==> config.mk <==
export PLATFORM = sky130hd
export DESIGN_NAME = cal_retry_seq
export DESIGN_NICKNAME = d
export VERILOG_FILES = /design/src/rtl/cal_seq_pkg.sv /design/src/rtl/cal_tick_counter.sv /design/src/rtl/cal_mbox_decode.sv /design/src/rtl/cal_retry_seq.sv
export SDC_FILE = /design/constraint.sdc
export NUM_CORES = 1
export LEC_CHECK = 0
export BUFFER_PORTS_ARGS = -buffer_cell sky130_fd_sc_hd__buf_2
export CAP_MARGIN = 20
export CELL_PAD_IN_SITES_DETAIL_PLACEMENT = 0
export CELL_PAD_IN_SITES_GLOBAL_PLACEMENT = 1
export CORE_UTILIZATION = 48
export CTS_CLUSTER_DIAMETER = 30
export DETAILED_ROUTE_END_ITERATION = 10
export PLACE_DENSITY = 0.82
export SETUP_SLACK_MARGIN = 0.1
export SLEW_MARGIN = 10
export SYNTH_ARGS = -nofsm -noshare
export SYNTH_HDL_FRONTEND = slang
export SYNTH_SLANG_ARGS = --single-unit
==> constraint.sdc <==
create_clock -name clk -period 2.55 [get_ports clk]
set_clock_uncertainty 0.15 [all_clocks]
set_input_delay 0.51 -clock clk [delete_from_list [all_inputs] [get_ports clk]]
set_output_delay 0.51 -clock clk [all_outputs]
set_load 0.02 [all_outputs]
==> src/rtl/cal_seq_pkg.sv <==
package cal_seq_pkg;

    typedef enum logic [3:0] {
        ST_IDLE,
        ST_CAL_WAIT,
        ST_HS_CHECK,
        ST_PRE_CLR,
        ST_REQ,
        ST_POST_CLR,
        ST_NEXT,
        ST_DONE,
        ST_FAIL
    } seq_state_t;

    localparam int          MBOX_W    = 4;
    localparam int          ACK_BIT   = 3;
    localparam logic [3:0]  MBOX_QUIET = 4'h0;
    localparam logic [3:0]  MBOX_RESET = 4'hF;

endpackage

==> src/rtl/cal_tick_counter.sv <==
// Up-counter with synchronous clear; flags the count that precedes the limit.
module cal_tick_counter #(
    parameter int W = 8
) (
    input  logic         clk,
    input  logic         rst_n,
    input  logic         clr,
    input  logic         inc,
    input  logic [W-1:0] lim,
    output logic         last
);

    logic [W-1:0] cnt_q;

    always_ff @(posedge clk or negedge rst_n) begin
        if (!rst_n)
            cnt_q <= '0;
        else if (clr)
            cnt_q <= '0;
        else if (inc)
            cnt_q <= cnt_q + 1'b1;
    end

    assign last = (cnt_q == lim - 1'b1);

endmodule

==> src/rtl/cal_mbox_decode.sv <==
// Decodes the inbound mailbox into the two conditions the sequencer needs.
module cal_mbox_decode
    import cal_seq_pkg::*;
(
    input  logic [MBOX_W-1:0] mbox_in,
    output logic              quiet,
    output logic              acked
);

    assign quiet = (mbox_in == MBOX_QUIET);
    assign acked = ~mbox_in[ACK_BIT];

endmodule

==> src/rtl/cal_retry_seq.sv <==
module cal_retry_seq
    import cal_seq_pkg::*;
#(
    parameter int CAL_ATTEMPTS = 3,
    parameter int CAL_POLLS    = 10,
    parameter int POLL_GAP     = 5000,
    parameter int CLR_SLOTS    = 1048576,
    parameter int ACK_SLOTS    = 10000,
    localparam int ATT_W       = $clog2(CAL_ATTEMPTS + 1)
) (
    input  logic              clk,
    input  logic              rst_n,
    input  logic              start_i,
    input  logic              tick_i,
    input  logic              cal_ok_i,
    input  logic [3:0]        mbox_in_i,
    output logic [3:0]        mbox_out_o,
    output logic              busy_o,
    output logic              done_o,
    output logic              fail_o,
    output logic [ATT_W-1:0]  attempts_o,
    output logic              wdog_kick_o
);

    localparam int GAP_W    = $clog2(POLL_GAP + 1);
    localparam int POLL_W   = $clog2(CAL_POLLS + 1);
    localparam int SLOT_MAX = (CLR_SLOTS > ACK_SLOTS) ? CLR_SLOTS : ACK_SLOTS;
    localparam int SLOT_W   = $clog2(SLOT_MAX + 1);

    seq_state_t state_q, state_d;

    logic gap_last, poll_last, slot_last;
    logic mb_quiet, mb_acked;
    logic in_hs, sample, chg, idle_like;
    logic [SLOT_W-1:0] slot_lim;

    logic [ATT_W-1:0] att_q;
    logic done_q, fail_q, kick_q;

    assign idle_like = (state_q == ST_IDLE) || (state_q == ST_DONE) || (state_q == ST_FAIL);
    assign in_hs     = (state_q == ST_PRE_CLR) || (state_q == ST_REQ) || (state_q == ST_POST_CLR);
    assign sample    = (state_q == ST_CAL_WAIT) && tick_i && gap_last;
    assign chg       = (state_d != state_q);
    assign slot_lim  = (state_q == ST_REQ) ? SLOT_W'(ACK_SLOTS) : SLOT_W'(CLR_SLOTS);

    cal_mbox_decode u_decode (
        .mbox_in (mbox_in_i),
        .quiet   (mb_quiet),
        .acked   (mb_acked)
    );

    cal_tick_counter #(.W(GAP_W)) u_gap (
        .clk   (clk),
        .rst_n (rst_n),
        .clr   (chg || sample),
        .inc   (tick_i && (state_q == ST_CAL_WAIT)),
        .lim   (GAP_W'(POLL_GAP)),
        .last  (gap_last)
    );

    cal_tick_counter #(.W(POLL_W)) u_poll (
        .clk   (clk),
        .rst_n (rst_n),
        .clr   (chg),
        .inc   (sample),
        .lim   (POLL_W'(CAL_POLLS)),
        .last  (poll_last)
    );

    cal_tick_counter #(.W(SLOT_W)) u_slot (
        .clk   (clk),
        .rst_n (rst_n),
        .clr   (chg),
        .inc   (tick_i && in_hs),
        .lim   (slot_lim),
        .last  (slot_last)
    );

    // Next-state logic
    always_comb begin
        state_d = state_q;
        unique case (state_q)
            ST_IDLE, ST_DONE, ST_FAIL: begin
                if (start_i) state_d = ST_CAL_WAIT;
            end
            ST_CAL_WAIT: begin
                if (sample) begin
                    if (cal_ok_i)       state_d = ST_DONE;
                    else if (poll_last) state_d = ST_HS_CHECK;
                end
            end
            ST_HS_CHECK: begin
                state_d = mb_quiet ? ST_REQ : ST_PRE_CLR;
            end
            ST_PRE_CLR: begin
                if (tick_i) begin
                    if (mb_quiet)       state_d = ST_REQ;
                    else if (slot_last) state_d = ST_NEXT;
                end
            end
            ST_REQ: begin
                if (tick_i) begin
                    if (mb_acked)       state_d = ST_POST_CLR;
                    else if (slot_last) state_d = ST_NEXT;
                end
            end
            ST_POST_CLR: begin
                if (tick_i && (mb_quiet || slot_last)) state_d = ST_NEXT;
            end
            ST_NEXT: begin
                state_d = (att_q == ATT_W'(CAL_ATTEMPTS)) ? ST_FAIL : ST_CAL_WAIT;
            end
            default: state_d = ST_IDLE;
        endcase
    end

    // State register
    always_ff @(posedge clk or negedge rst_n) begin
        if (!rst_n) state_q <= ST_IDLE;
        else        state_q <= state_d;
    end

    // Output registers
    always_ff @(posedge clk or negedge rst_n) begin
        if (!rst_n) begin
            att_q  <= '0;
            done_q <= 1'b0;
            fail_q <= 1'b0;
            kick_q <= 1'b0;
        end else begin
            kick_q <= (state_d == ST_CAL_WAIT) && (state_q != ST_CAL_WAIT);
            if (idle_like && start_i) begin
                att_q  <= ATT_W'(1);
                done_q <= 1'b0;
                fail_q <= 1'b0;
            end else begin
                if (state_q == ST_NEXT && state_d == ST_CAL_WAIT) att_q <= att_q + 1'b1;
                if (state_q == ST_CAL_WAIT && state_d == ST_DONE) done_q <= 1'b1;
                if (state_q == ST_NEXT && state_d == ST_FAIL)     fail_q <= 1'b1;
            end
        end
    end

    assign mbox_out_o  = (state_q == ST_REQ) ? MBOX_RESET : MBOX_QUIET;
    assign busy_o      = !idle_like;
    assign done_o      = done_q;
    assign fail_o      = fail_q;
    assign attempts_o  = att_q;
    assign wdog_kick_o = kick_q;

endmodule

# After elaboration in Yosys (flattened, before gate mapping)
# Index checks and enable logic that the tools add are counted.
# Widths: inputs -> output; s select.
[totals]
out_inout_bits = 10
word_cells = 82
in_bits = 9
reg_bits = 47
[classes]
n_reduce_logical = 25
n_eq_ne = 17
add_sub_neg = 5
mux = 27
[ops]
columns = ["op", "count"]
rows = [
  ["$mux 21", 3],
  ["$mux 4", 14],
  ["$pmux 4 s7", 1],
  ["$mux 13", 2],
  ["$add 21x1->21 const B", 1],
  ["$eq 21x21->1", 1],
  ["$sub 21x1->21 const B", 1],
  ["$eq 4x3->1 const B", 5],
  ["$add 13x1->13 const B", 1],
  ["$eq 13x13->1 const B", 1],
  ["$eq 4x4->1 const B", 3],
  ["$reduce_bool 2->1", 6],
  ["$logic_and 1x1->1", 9],
  ["$eq 4x1->1 const B", 2],
  ["$eq 4x2->1 const B", 2],
  ["$logic_not 4->1", 2],
  ["$logic_or 1x1->1", 6],
  ["$add 4x1->4 const B", 1],
  ["$mux 1", 4],
  ["$mux 2", 2],
  ["$ne 4x1->1 const B", 1],
  ["$ne 4x4->1", 1],
  ["$mux 3", 1],
  ["$reduce_or 3->1", 1],
  ["other kinds (3)", 3],
]

# Depth between registers and ports, before layout
[logic_depth]
word_depth = 12
depth_mapped = 10
depth_no_buf = 8

# By module
# Synthesis repeated with hierarchy kept, for this count alone.
[unflattened]
hier_cells = 462
hier_area_um2 = 4045.1
[modules_own_cells]
columns = ["mod", "instances", "seq_area_each_um2", "area_per_inst_um2", "cells_each"]
rows = [
  ["cal_tick_counter (u_slot)", 1, 525.5, 1818.0, 216],
  ["cal_tick_counter (u_gap)", 1, 325.3, 1072.3, 121],
  ["cal_retry_seq", 1, 225.2, 869.6, 97],
  ["cal_tick_counter (u_poll)", 1, 100.1, 269.0, 26],
  ["cal_mbox_decode", 1, 0.0, 16.3, 2],
]

# Worst setup path after synthesis
# Ideal clock, no wire load.
[synth_timing]
path_type = "input-to-reg"
from = "input mbox_in_i[3]"
to = "register u_poll.cnt_q[1]"
path_stages = 7
setup_time_ps = 107
n_path_buf = 1
t_required_ps = 2293
slack_ps = 111
t_arrival_ps = 2183
cell_sequence = "or4_1 nand3_1 and3_1 a31oi_1 a311o_1 buf_4 a2111oi_4"
[synth_between]
elab_chain_cells = 7
word_cells_on_any_way = 13
classes_between = "eq/ne: 1; mux: 8; reduce/logical: 4"
[synth_rtl]
columns = ["item", "line", "source"]
rows = [
  ["from (decl)", "cal_retry_seq.sv:16", "input logic [3:0] mbox_in_i,"],
  ["$logic_not 4->1", "cal_mbox_decode.sv:10", "assign quiet = (mbox_in == MBOX_QUIET);"],
  ["$logic_or 1x1->1", "cal_retry_seq.sv:108", "if (tick_i && (mb_quiet || slot_last)) state_d = ST_NEXT;"],
  ["$logic_and 1x1->1", "cal_retry_seq.sv:108", ""],
  ["$mux 4", "cal_retry_seq.sv:108", ""],
  ["$pmux 4 s7 *", "cal_retry_seq.sv:82", "unique case (state_q)"],
  ["$ne 4x4->1 *", "cal_retry_seq.sv:43", "assign chg = (state_d != state_q);"],
  ["$mux 4 / $reduce_bool 2->1 (equally long branches)", "-", ""],
  ["to (signal assigned)", "cal_tick_counter.sv:21", "cnt_q <= cnt_q + 1'b1;"],
  ["to (decl)", "cal_tick_counter.sv:13", "logic [W-1:0] cnt_q;"],
]
# Every way passes the cells marked *; elsewhere a longest branch is shown, timed or not.
# A chain may end at the register's enable or synchronous reset.

# Worst setup path in the final report
# Same ends and word-level chain as after synthesis.

==> qor.tcl <==
set qor(run_status) {complete, no violations}
set qor(tritoncts.num_buffers) 5
set qor(tightestPinTransition_ns) 0.431
set qor(io-pin-count) 19
set qor(worst_hold_path_type) {flop to flop}
set qor(worst_skew_pair.late_latency_ns) 0.30
set qor(cp_slowest_cell) {or4_1}
set qor(groute.usage.overall) 0.215
set qor(post_route_cells_drive_above_1_share) 0.306
set qor(timing.final.hold_violations) 0
set qor(finalCoreUtilization) 0.611
set qor(ys_async_sr_fraction) 1.00
set qor(number_of_global_route_vias_before_repair) 2225
set qor(buffers_from_clock_root_to_sink_at_most) 2
set qor(post-dp-hpwl_um) 4450
set qor(post-route-cell-area_sq_um) 3450
set qor(clockRootBuffer) {clkbuf_8}
set qor(yosysSeqAreaShare) 0.409
set qor(synth_edf_count) 0
set qor(rows) 27
set qor(port_buffer_count) 18
set qor(syn_area_per_cell_sq_um) 9.96
set qor(worst_ir_drop_vdd_mv) 0.265
set qor(synth_cell_type_count) 47
set qor(antenna_cells_inserted) 0
set qor(power_density_nw_per_um2) 471
set qor(netlist.area_leader.share) 0.409
set qor(maxSlewHeadroom) 0.713
set qor(slew_viol_final) 0
set qor(finalPower_mw) 1.62
set qor(tmin_final_ns) 2.47
set qor(detail_route.wirelength_um) 6250
set qor(synth.largest_area_cell) {dfrtp_1}
set qor(crit_path_setup_slack_layout_ns) 0.0842
set qor(pre_cts_ws_ns) -0.205
set qor(die_height_um) 79.4
set qor(via_count) 2263
set qor(critical_path_buf_inv_count) 2
set qor(achievable-frequency_ghz) 0.406
set qor(cp_slowest_stage_delay_ns) 0.57
set qor(leakage_nw) 1.54
set qor(cts_sinks) 47
set qor(place.gp.congestion) 0.818
set qor(grt_setup_unrepaired) {true}
set qor(clock_tree_from_tritoncts) {built}
set qor(hold-worst-slack_ns) 0.351
set qor(cap_violations) 0
set qor(regArea_sq_um) 1180
set qor(cp.required_ns) 2.59
set qor(floorplan.die.width_um) 79.4
set qor(multi_input_area_sq_um) 1600
set qor(arrival_time_of_the_worst_setup_path_ns) 2.51
set qor(total_die_area_sq_um) 6310
set qor(path_cells) {buf_2, or4_1, nand3_1, and3_1, a31oi_1, a311o_2, buf_12, a2111oi_4}
set qor(ys_ff_latch) 47
set qor(synthTopCellsByArea) {dfrtp_1 41%, nor3_2 7.0%, xor2_1 6.1%}
set qor(number_of_nets_produced_by_synthesis) 303
set qor(drt_first_iter_violations) 88
set qor(setup_viol) 0
set qor(timing.critical_path.to_type) {flop}
set qor(via_per_inst) 5.59
set qor(synthCells) 289
set qor(startpoint_type) {input pin}
set qor(synthFlopType) {dfrtp_1}
set qor(remaining_drc_errors) 0
set qor(routed_wire_length_per_instance_um) 15.4
set qor(final.fill_count) 489
set qor(postRouteAntennaNets) 0
set qor(area.growth.synth_to_final_pct) 19.8
set qor(crit_fanout) 8
set qor(floorplan.core_area_sq_um) 5640
set qor(synth-warning-count) 0
set qor(antenna_found_initial) 0
set qor(cp_top_family) {compound AO/OA/AOI/OAI gates}
set qor(timing_worst_setup_path_type) {input pin to flop}
set qor(clk_transition_reported_paths_ns) 0.09
set qor(final_nets) 346
set qor(drt_pre_antenna_iters) 4
set qor(grt_first_pass_wirelength_um) 10400
set qor(syn_area_sq_um) 2880
set qor(largest_net_degree_at_the_start_of_global_routing) 22
set qor(cts_max_level) 2
set qor(initial_utilization) 0.510
set qor(grt_overflow) 0
set qor(postPlaceCellArea_sq_um) 3210
set qor(final_min_period_over_clock_period) 0.967
## power breakdown
| part | switching (mW) | total [mW] | internal (mW) |
|---|---|---|---|
| clock network | 0.253 | 0.571 | 0.318 |
| registers | 0.0262 | 0.805 | 0.779 |
| logic | 0.135 | 0.247 | 0.112 |
| total | 0.415 | 1.62 | 1.21 |
## layout make-up
type	instances	share of cell area
clock buffer	6	0.0239
multi-input combinational	215	0.464
clock inverter	2	0.0102
sequential	47	0.343
tap	72	0.0261
inverter	7	0.00762
timing repair buffer	56	0.126
## flip-flops by register name, indices dropped and copies added, names as in the netlist
register,cells
u_gap.cnt_q,13
fail_o,1
done_o,1
wdog_kick_o,1
u_poll.cnt_q,4
u_slot.cnt_q,21
state_q,4
attempts_o,2
## cells in the mapped netlist, types with 6 or more instances
master / n
buf_2: 6
nor2_1: 16
nand2_1: 16
xor2_1: 20
and3_1: 7
inv_1: 7
nand3_1: 14
nor4_1: 14
nor3_2: 20
nor3_1: 15
nand4_1: 14
xnor2_1: 17
buf_4: 6
dfrtp_1: 47
## metrics by stage
step           TNS (ns)  std cells
2_1_floorplan         0        289
3_5_place_dp      -4.93        390
6_report              0        405
5_1_grt               0        405
4_1_cts               0        402
3_3_place_gp      -3.16        390
## layer usage
layer / wire (um) / GRT usage / vias to the layer above
li1: - / - / 1129
met1: 3020 / 0.293 / 1089
met2: 3000 / 0.342 / 41
met3: 172 / 0.0423 / 4
met4: 56 / 0.0727 / 0
met5: 0 / 0 / -
## cell usage in the layout (no fill, tap or decap), types with 5 or more instances in the layout
master | netlist | routed
nor4_1 | 14 | 10
xor2_1 | 20 | 20
nand3_1 | 14 | 14
buf_4 | 6 | 32
and3_1 | 7 | 7
nor2_1 | 16 | 16
dfrtp_1 | 47 | 43
nor3_2 | 20 | 20
xnor2_1 | 17 | 17
inv_1 | 7 | 7
nor3_1 | 15 | 15
ha_1 | 5 | 5
buf_2 | 6 | 18
nand4_1 | 14 | 14
nand2_1 | 16 | 16
clkbuf_8 | 0 | 6
## cell families after synthesis
kind of cell,Yosys count,synth area share
AO/OA/AOI/OAI,23,0.0643
buffers and inverters,27,0.0522
multiplexers,2,0.00695
flip-flops,47,0.409
AND/OR/NAND/NOR,148,0.334
XOR/XNOR,37,0.113
adder cells (fa/ha/maj),5,0.0217
## what timing repair did
| item | CTS | global route |
|---|---|---|
| buffers inserted | 3 | 3 |
| hold buffers | 1 | 0 |
| gates resized for setup | 4 | 11 |
| endpoints found under the setup margin | 29 | 39 |
| pin swaps | 1 | 3 |
| hold endpoints to repair | 14 | 0 |
## final timing paths
| check | start | to | cells after the start | slack, ns |
|---|---|---|---|---|
| worst max-delay path | mbox_in_i[3] | u_poll.cnt_q[1]$_DFFE_PN0P_ | 8 | 0.08 |
| worst min-delay path | done_o$_DFFE_PN0P_ | done_o$_DFFE_PN0P_ | 1 | 0.35 |
| worst max register to register | state_q[1]$_DFF_PN0_ | u_poll.cnt_q[1]$_DFFE_PN0P_ | 7 | 0.12 |
| worst min register to register | done_o$_DFFE_PN0P_ | done_o$_DFFE_PN0P_ | 1 | 0.35 |
| max in group asynchronous | rst_n | state_q[2]$_DFF_PN0_ | 3 | 1.12 |
| min in group asynchronous | rst_n | u_slot.cnt_q[16]$_DFFE_PN0P_ | 2 | 0.52 |
(Power assumes the default switching activity.)
